**src/rtl/sag_pkg.sv**
```systemverilog
package sag_pkg;

    // Addressing mode codes; code order is fixed by the decoder that drives them.
    typedef enum logic [2:0] {
        AM_DIRECT   = 3'd0,
        AM_REG_IND  = 3'd1,
        AM_BASED    = 3'd2,
        AM_INDEXED  = 3'd3,
        AM_BASE_IDX = 3'd4,
        AM_IP_REL   = 3'd5,
        AM_STR_DST  = 3'd6,
        AM_RSVD     = 3'd7
    } amode_e;

    // Which segment register supplies the paragraph base.
    typedef enum logic [1:0] {
        SEG_CODE  = 2'd0,
        SEG_DATA  = 2'd1,
        SEG_STACK = 2'd2,
        SEG_EXTRA = 2'd3
    } segsel_e;

endpackage

```
**src/rtl/sag_disp_ext.sv**
```systemverilog
module sag_disp_ext #(
    parameter int OFS_W   = 16,
    parameter int SHORT_W = 8
) (
    input  logic [OFS_W-1:0] disp,
    input  logic             wide,
    output logic [OFS_W-1:0] ext_sel,
    output logic [OFS_W-1:0] ext_short
);
    localparam int PAD_W = OFS_W - SHORT_W;

    // Short form: low byte sign-extended, upper bits discarded.
    assign ext_short = {{PAD_W{disp[SHORT_W-1]}}, disp[SHORT_W-1:0]};
    // Width-selected form used by the register-relative modes.
    assign ext_sel   = wide ? disp : ext_short;

endmodule

```
**src/rtl/sag_offset_calc.sv**
```systemverilog
module sag_offset_calc
    import sag_pkg::*;
#(
    parameter int OFS_W = 16
) (
    input  amode_e           am,
    input  logic [1:0]       ptr_sel,
    input  logic             base_sel,
    input  logic             idx_sel,
    input  logic [OFS_W-1:0] disp_raw,
    input  logic [OFS_W-1:0] disp_sel,
    input  logic [OFS_W-1:0] disp_short,
    input  logic [OFS_W-1:0] reg_bx,
    input  logic [OFS_W-1:0] reg_bp,
    input  logic [OFS_W-1:0] reg_si,
    input  logic [OFS_W-1:0] reg_di,
    input  logic [OFS_W-1:0] ip,
    output logic [OFS_W-1:0] ea,
    output segsel_e          seg_sel,
    output logic             valid
);
    logic [OFS_W-1:0] base_v;
    logic [OFS_W-1:0] idx_v;
    logic [OFS_W-1:0] ptr_v;
    segsel_e          base_seg;

    always_comb begin
        base_v   = base_sel ? reg_bp : reg_bx;
        base_seg = base_sel ? SEG_STACK : SEG_DATA;
        idx_v    = idx_sel ? reg_di : reg_si;
        unique case (ptr_sel)
            2'd0:    ptr_v = reg_bx;
            2'd1:    ptr_v = reg_bp;
            2'd2:    ptr_v = reg_si;
            default: ptr_v = reg_di;
        endcase
    end

    // Sums are kept at OFS_W bits so carries out of the offset are dropped.
    always_comb begin
        ea      = '0;
        seg_sel = SEG_DATA;
        valid   = 1'b1;
        unique case (am)
            AM_DIRECT: begin
                ea      = disp_raw;
                seg_sel = SEG_DATA;
            end
            AM_REG_IND: begin
                ea      = ptr_v;
                seg_sel = SEG_DATA;
            end
            AM_BASED: begin
                ea      = base_v + disp_sel;
                seg_sel = base_seg;
            end
            AM_INDEXED: begin
                ea      = idx_v + disp_sel;
                seg_sel = SEG_DATA;
            end
            AM_BASE_IDX: begin
                ea      = base_v + idx_v + disp_sel;
                seg_sel = base_seg;
            end
            AM_IP_REL: begin
                ea      = ip + disp_short;
                seg_sel = SEG_CODE;
            end
            AM_STR_DST: begin
                ea      = reg_di;
                seg_sel = SEG_EXTRA;
            end
            AM_RSVD: begin
                ea      = '0;
                seg_sel = SEG_DATA;
                valid   = 1'b0;
            end
        endcase
    end

endmodule

```
**src/rtl/sag_phys_add.sv**
```systemverilog
module sag_phys_add #(
    parameter int SEG_W = 16,
    parameter int OFS_W = 16,
    parameter int SHIFT = 4
) (
    input  logic [SEG_W-1:0]       seg,
    input  logic [OFS_W-1:0]       ofs,
    output logic [SEG_W+SHIFT-1:0] pa
);
    localparam int PA_W  = SEG_W + SHIFT;
    localparam int ZPAD  = PA_W - OFS_W;

    logic [PA_W-1:0] seg_base;
    logic [PA_W-1:0] ofs_ext;

    assign seg_base = {seg, {SHIFT{1'b0}}};
    assign ofs_ext  = {{ZPAD{1'b0}}, ofs};
    // Carry out of PA_W is discarded: the address space wraps.
    assign pa       = seg_base + ofs_ext;

endmodule

```
**src/rtl/sag_addr_gen.sv**
```systemverilog
module sag_addr_gen
    import sag_pkg::*;
#(
    parameter int SEG_W   = 16,
    parameter int OFS_W   = 16,
    parameter int SHIFT   = 4,
    parameter int SHORT_W = 8,
    parameter bit REG_OUT = 1'b1
) (
    input  logic                   clk,
    input  logic                   rst_n,
    input  logic [2:0]             mode,
    input  logic [1:0]             ptr_sel,
    input  logic                   base_sel,
    input  logic                   idx_sel,
    input  logic                   disp_wide,
    input  logic [OFS_W-1:0]       disp,
    input  logic [SEG_W-1:0]       seg_cs,
    input  logic [SEG_W-1:0]       seg_ds,
    input  logic [SEG_W-1:0]       seg_ss,
    input  logic [SEG_W-1:0]       seg_es,
    input  logic [OFS_W-1:0]       reg_bx,
    input  logic [OFS_W-1:0]       reg_bp,
    input  logic [OFS_W-1:0]       reg_si,
    input  logic [OFS_W-1:0]       reg_di,
    input  logic [OFS_W-1:0]       ip,
    output logic [OFS_W-1:0]       ea,
    output logic [SEG_W+SHIFT-1:0] pa,
    output logic                   mode_err
);
    localparam int PA_W = SEG_W + SHIFT;

    amode_e           am;
    logic [OFS_W-1:0] dsp_sel;
    logic [OFS_W-1:0] dsp_short;
    logic [OFS_W-1:0] ea_c;
    segsel_e          ssel;
    logic             ok_c;
    logic [SEG_W-1:0] seg_c;
    logic [PA_W-1:0]  pa_raw;
    logic [OFS_W-1:0] ea_n;
    logic [PA_W-1:0]  pa_n;
    logic             err_n;

    assign am = amode_e'(mode);

    sag_disp_ext #(.OFS_W(OFS_W), .SHORT_W(SHORT_W)) u_dext (
        .disp      (disp),
        .wide      (disp_wide),
        .ext_sel   (dsp_sel),
        .ext_short (dsp_short)
    );

    sag_offset_calc #(.OFS_W(OFS_W)) u_ofs (
        .am         (am),
        .ptr_sel    (ptr_sel),
        .base_sel   (base_sel),
        .idx_sel    (idx_sel),
        .disp_raw   (disp),
        .disp_sel   (dsp_sel),
        .disp_short (dsp_short),
        .reg_bx     (reg_bx),
        .reg_bp     (reg_bp),
        .reg_si     (reg_si),
        .reg_di     (reg_di),
        .ip         (ip),
        .ea         (ea_c),
        .seg_sel    (ssel),
        .valid      (ok_c)
    );

    always_comb begin
        unique case (ssel)
            SEG_CODE:  seg_c = seg_cs;
            SEG_DATA:  seg_c = seg_ds;
            SEG_STACK: seg_c = seg_ss;
            SEG_EXTRA: seg_c = seg_es;
        endcase
    end

    sag_phys_add #(.SEG_W(SEG_W), .OFS_W(OFS_W), .SHIFT(SHIFT)) u_pa (
        .seg (seg_c),
        .ofs (ea_c),
        .pa  (pa_raw)
    );

    // Reserved code forces both addresses to zero.
    assign ea_n  = ok_c ? ea_c   : '0;
    assign pa_n  = ok_c ? pa_raw : '0;
    assign err_n = ~ok_c;

    generate
        if (REG_OUT) begin : g_reg
            always_ff @(posedge clk or negedge rst_n) begin
                if (!rst_n) begin
                    ea       <= '0;
                    pa       <= '0;
                    mode_err <= 1'b0;
                end else begin
                    ea       <= ea_n;
                    pa       <= pa_n;
                    mode_err <= err_n;
                end
            end
        end else begin : g_comb
            assign ea       = ea_n;
            assign pa       = pa_n;
            assign mode_err = err_n;
        end
    endgenerate

endmodule

```
**config.mk**
```make
export PLATFORM = sky130hd
export DESIGN_NAME = sag_addr_gen
export DESIGN_NICKNAME = d
export VERILOG_FILES = /design/src/rtl/sag_pkg.sv /design/src/rtl/sag_disp_ext.sv /design/src/rtl/sag_offset_calc.sv /design/src/rtl/sag_phys_add.sv /design/src/rtl/sag_addr_gen.sv
export SDC_FILE = /design/constraint.sdc
export NUM_CORES = 1
export LEC_CHECK = 0
export BUFFER_PORTS_ARGS = -buffer_cell sky130_fd_sc_hd__buf_4
export CAP_MARGIN = 20
export CELL_PAD_IN_SITES_DETAIL_PLACEMENT = 1
export CELL_PAD_IN_SITES_GLOBAL_PLACEMENT = 1
export CORE_MARGIN = 5
export CORE_UTILIZATION = 35
export DETAILED_ROUTE_END_ITERATION = 16
export PLACE_DENSITY_LB_ADDON = 0.15
export SYNTH_ARGS = -nofsm -noshare
export SYNTH_HDL_FRONTEND = slang
export SYNTH_HIERARCHICAL = 1
export SYNTH_SLANG_ARGS = --single-unit
```
**constraint.sdc**
```tcl
create_clock -name clk -period 0.8 [get_ports clk]
set_input_delay 0.24 -clock clk [delete_from_list [all_inputs] [get_ports clk]]
set_output_delay 0.24 -clock clk [all_outputs]
set_load 0.1 [all_outputs]
```
# --- After elaboration in Yosys (flattened, before gate mapping) ---
# Cells that the tools add are included.
classes:
  n_eq_ne: 12
  muxes: 10
  n_reduce_logical: 5
  n_addsub: 6
ops:
  columns: ["cell", "count"]
  rows:
  - ["case mux 16 bit (8 select lines)", 1]
  - ["adder 16 bit", 5]
  - ["2-to-1 mux 16 bit", 4]
  - ["case mux 16 bit (4 select lines)", 1]
  - ["case mux 16 bit (3 select lines)", 1]
  - ["adder 20 x 16 -> 20 bit", 1]
  - ["2-to-1 mux 20 bit", 1]
  - ["equality test 3 bit, second input constant", 4]
  - ["case mux 2 bit (4 select lines)", 1]
  - ["equality test 2 bit, second input constant", 3]
  - ["equality test 3 x 2 -> 1 bit, second input constant", 2]
  - ["equality test 2 x 1 -> 1 bit, second input constant", 2]
  - ["zero test 2 bit", 2]
  - ["OR reduction 4 bit", 1]
  - ["equality test 3 x 1 -> 1 bit, second input constant", 1]
  - ["zero test 3 bit", 1]
  - ["2-to-1 mux 2 bit", 1]
  - ["OR reduction 2 bit", 1]
word_totals:
  out_inout_bits: 37
  reg_bits: 37
  word_cells: 36
  in_bits: 170

# --- Depth between registers and ports, before layout ---
depth:
  word_depth: 7
  depth_mapped: 24
  ltp_nobuf: 21

# --- Hierarchy ---
# The synthesis kept the hierarchy.
modules_own_cells:
  columns: ["mod", "seq_area_each_um2", "instances", "cells_each", "area_per_inst_um2"]
  rows:
  - ["sag_offset_calc", 0.0, 1, 515, 3966.3]
  - ["sag_addr_gen", 925.9, 1, 97, 1590.3]
  - ["sag_phys_add", 0.0, 1, 90, 675.6]
  - ["sag_disp_ext", 0.0, 1, 33, 311.5]

# --- Worst setup path before layout ---
# No wires, ideal clock.
synth_path:
  path_kind: "input -> register"
  start: "in base_sel"
  end: "reg pa[19]"
  t_required_ps: 734
  setup_time_ps: 66
  cell_stages: 20
  arrival_time_ps: 5434
  path_slack_ps: -4700
  cell_sequence: "clkbuf_1 clkbuf_1 mux2_2 fa_1 ha_1 fa_1 a211o_1 a21oi_1 o311ai_1 o41ai_1 xor2_1 o22ai_1 o22ai_1 o21ai_1 ha_1 and4_2 a221o_1 or4b_1 o211ai_1 and2_1"
synth_via:
  elab_chain_cells: 6
synth_rtl:
  columns: ["item", "line_no", "text"]
  rows:
  - ["from (decl)", "sag_addr_gen.sv:14", "input logic base_sel,"]
  - ["2-to-1 mux 16 bit (*)", "sag_offset_calc.sv:28", "base_v = base_sel ? reg_bp : reg_bx;"]
  - ["adder 16 bit (2 in a row)", "sag_offset_calc.sv:62", "ea = base_v + idx_v + disp_sel;"]
  - ["case mux 16 bit (8 select lines) (*)", "sag_offset_calc.sv:44", "unique case (am)"]
  - ["via ea_c[13]", "sag_addr_gen.sv:36", "logic [OFS_W-1:0] ea_c;"]
  - ["adder 20 x 16 -> 20 bit (*)", "sag_phys_add.sv:19", "assign pa = seg_base + ofs_ext;"]
  - ["via pa_raw[19]", "sag_addr_gen.sv:40", "logic [PA_W-1:0] pa_raw;"]
  - ["2-to-1 mux 20 bit (*)", "sag_addr_gen.sv:89", "assign pa_n = ok_c ? pa_raw : '0;"]
  - ["via pa_n[19]", "sag_addr_gen.sv:42", "logic [PA_W-1:0] pa_n;"]
  - ["to (signal assigned)", "sag_addr_gen.sv:101", "pa <= pa_n;"]
  - ["to (decl)", "sag_addr_gen.sv:28", "output logic [SEG_W+SHIFT-1:0] pa,"]
# The timed path passes the listed nets; every way through them passes the cells marked *.

# --- Worst setup path in the final report ---
# Same ends and word-level chain as after synthesis.

==> metrics.yaml <==
max_slew.worst_pin.slew_ps: 549.3
crit_top_cell: "o22ai_1"
finalInstanceArea_sq_mm: 0.01157
crit_cells: 20
relSlewSlack: 0.6299
die_w_um: 146.7
hold_violations: 37
wl_mm: 35.51
path_delay_family: "compound AO/OA/AOI/OAI gates"
grt_pass1_vias: 8862
fin_crit_sh: 6.128
leakage_nw: 5.240
cts_buffer_depth: 2
hp-class: "in -> async"
min_period_ps: 4902
cts_made_buffers: 5
wire_per_inst_um: 25.88
critPathSlowestCell: "fa_1"
synthArstFlopShare: 1.000
synth_nets: 980
h-tree-depth: 2
ys.flop_type: "dfrtp_1"
drive_gt1_frac: 0.6011
timing.final.ws_setup_ps: -4102
timing.hold.ws_ps: -78.08
cts.clk_slew.worst_paths_ps: 70
ys_types: 70
rsz0062_at_grt: "true"
cp_cell_sequence: "buf_12 -> mux2i_2 -> inv_1 -> fa_1 -> ha_2 -> fa_2 -> a211o_1 -> a21oi_2 -> o311ai_4 -> o41ai_2 -> xor2_1 -> o22ai_1 -> o22ai_1 -> o21ai_2 -> ha_4 -> a21o_1 -> a221o_1 -> or4b_1 -> o211ai_1 -> and2_1"
endpoint: "pa[19]"
antenna_found_initial: 0
synthCells: 735
clock_sinks: 37
layout_commonest_cell: "buf_4"
end_kind: "register"
drc_errors: 0
seq_area_frac_synth: 0.1415
placementRows: 50
critPathMaxStageDelay_ps: 490
cts_root_buf: "clkbuf_16"
drt_pass1_iterations: 5
final_cell_mix: "buf_4 (391), nor2_1 (53), buf_12 (42)"
core_sq_mm: 0.01858
worst-path-buf-inv: 2
worstPathRequired_ps: 1030
hpwl_mm: 26.30
synth_area_sq_mm: 0.006544
diodes: 0
vias: 7868
syn_avg_cell_area_sq_um: 8.903
synth_top_area_frac: 0.1415
dieArea_sq_mm: 0.02153
synth_edf_count: 0
synth_seq_cells: 37
maxCapViolations: 0
violations: "hold timing, setup timing"
tritoncts: "built"
initial_utilization: 0.3522
yosysWarnings: 6
grt_pass1_wl_mm: 52.73
drtIter0Drc: 535
portBuffers: 206
slew_violations: 0
grt_max_degree: 38
final_net_count: 1382
die_h_um: 146.7
crit_fanout: 10
grt_overflow: 0
placed_cell_area_sq_mm: 0.01008
synth_top_area_cell: "dfrtp_1"
syn_to_final_growth_pct: 76.81
track_usage: 0.3129
p_per_area_mw_per_mm2: 2249
synthTopCellsByArea: "dfrtp_1 (14%), ha_1 (11%), mux2_2 (6.7%), fa_1 (5.8%), mux4_2 (5.5%)"
setup.worst_path.start: "base_sel"
pre_cts_slack_ps: -4305
gp_congestion: 0.9824
via_per_inst: 5.735
p_total_mw: 26.02
ant_nets: 0
cp-start-kind: "primary input"
fmax_mhz: 204.0
crit_arrival_ps: 5130
outcome: "complete, but fails checks"
crit_type: "in -> reg"
setup_viol: 73
io_pins: 207
ir_worst_vdd_mv: 2.157
-- cell type report --
class                           count  area (sq um)
Clock buffer                        6         128.9
Clock inverter                      2         35.03
Fill cell                        2034          7010
Inverter                           20         77.57
Multi-Input combinational cell    618          5943
Sequential cell                    37          1061
Tap cell                          234         292.8
Timing Repair Buffer              455          4031
-- repair_timing --
action,in CTS,in global routing
endpoints found under the hold margin,37,37
endpoints found under the setup margin,73,74
gates resized for setup,196,72
buffers inserted,25,19
cloned,0,0
pin swaps,50,56
-- report_power, final --
part	internal (mW)	switching, mW
combinational	9.17	11.1
sequential	2.80	0.570
clock	1.47	0.914
total	13.4	12.6
-- through the flow --
stage,cells,TNS [ps],utilization
6_report,1372,-112060,0.6227
5_1_grt,1372,-115050,0.6227
4_1_cts,1368,-106660,0.6049
3_5_place_dp,1338,-111230,0.5423
3_3_place_gp,1338,-108590,0.5423
2_1_floorplan,735,-93700,-
-- routing by layer --
layer	routed length (um)	up-vias	GRT usage	part of all wire
li1	-	3523	-	-
met1	14560	3976	0.3908	0.41
met2	17920	298	0.5642	0.50
met3	1710	71	0.03547	0.048
met4	1312	0	0.09690	0.037
met5	0	-	0	0
-- state kept, by name, indices dropped and copies added, names as in the netlist --
register,flops
mode_err,1
ea,16
pa,20
-- Yosys cell counts, types with 8 or more instances --
library cell  instances
mux2_2               39
o211ai_1              9
fa_1                 19
a311o_1               9
nor3_1               14
xor2_1               15
nand2_1              35
o22ai_1              10
mux2i_1              24
o21ai_0              28
inv_1                18
mux2_4                8
nand3_1              17
buf_4                28
nor2_1               59
clkbuf_1             23
and2_1               39
dfrtp_1              37
mux4_2               16
a21oi_1              51
a31oi_1               9
ha_1                 56
a22oi_1               8
a21o_1               11
xnor2_1              28
nand2b_1             12
nor2b_1              10
-- logic make-up after synthesis --
family,after synthesis,synth area share
AOI/OAI and AO/OA,188,0.1950
xor gates and xnor gates,43,0.05755
adders and majority gates,75,0.1652
buffers and inverters,80,0.06730
DFF,37,0.1415
muxes,93,0.2013
and+or+nand+nor,219,0.1721
-- worst min path at each step --
stage / startpoint / cells after the start / to
after floorplan: rst_n / 0 / pa[19]
after global placement: rst_n / 1 / mode_err
after detailed placement: rst_n / 1 / pa[3]
after CTS: rst_n / 1 / pa[2]
after global routing: rst_n / 1 / ea[6]
final: rst_n / 1 / pa[3]
Note: power is estimated with default switching activity, not from simulation.
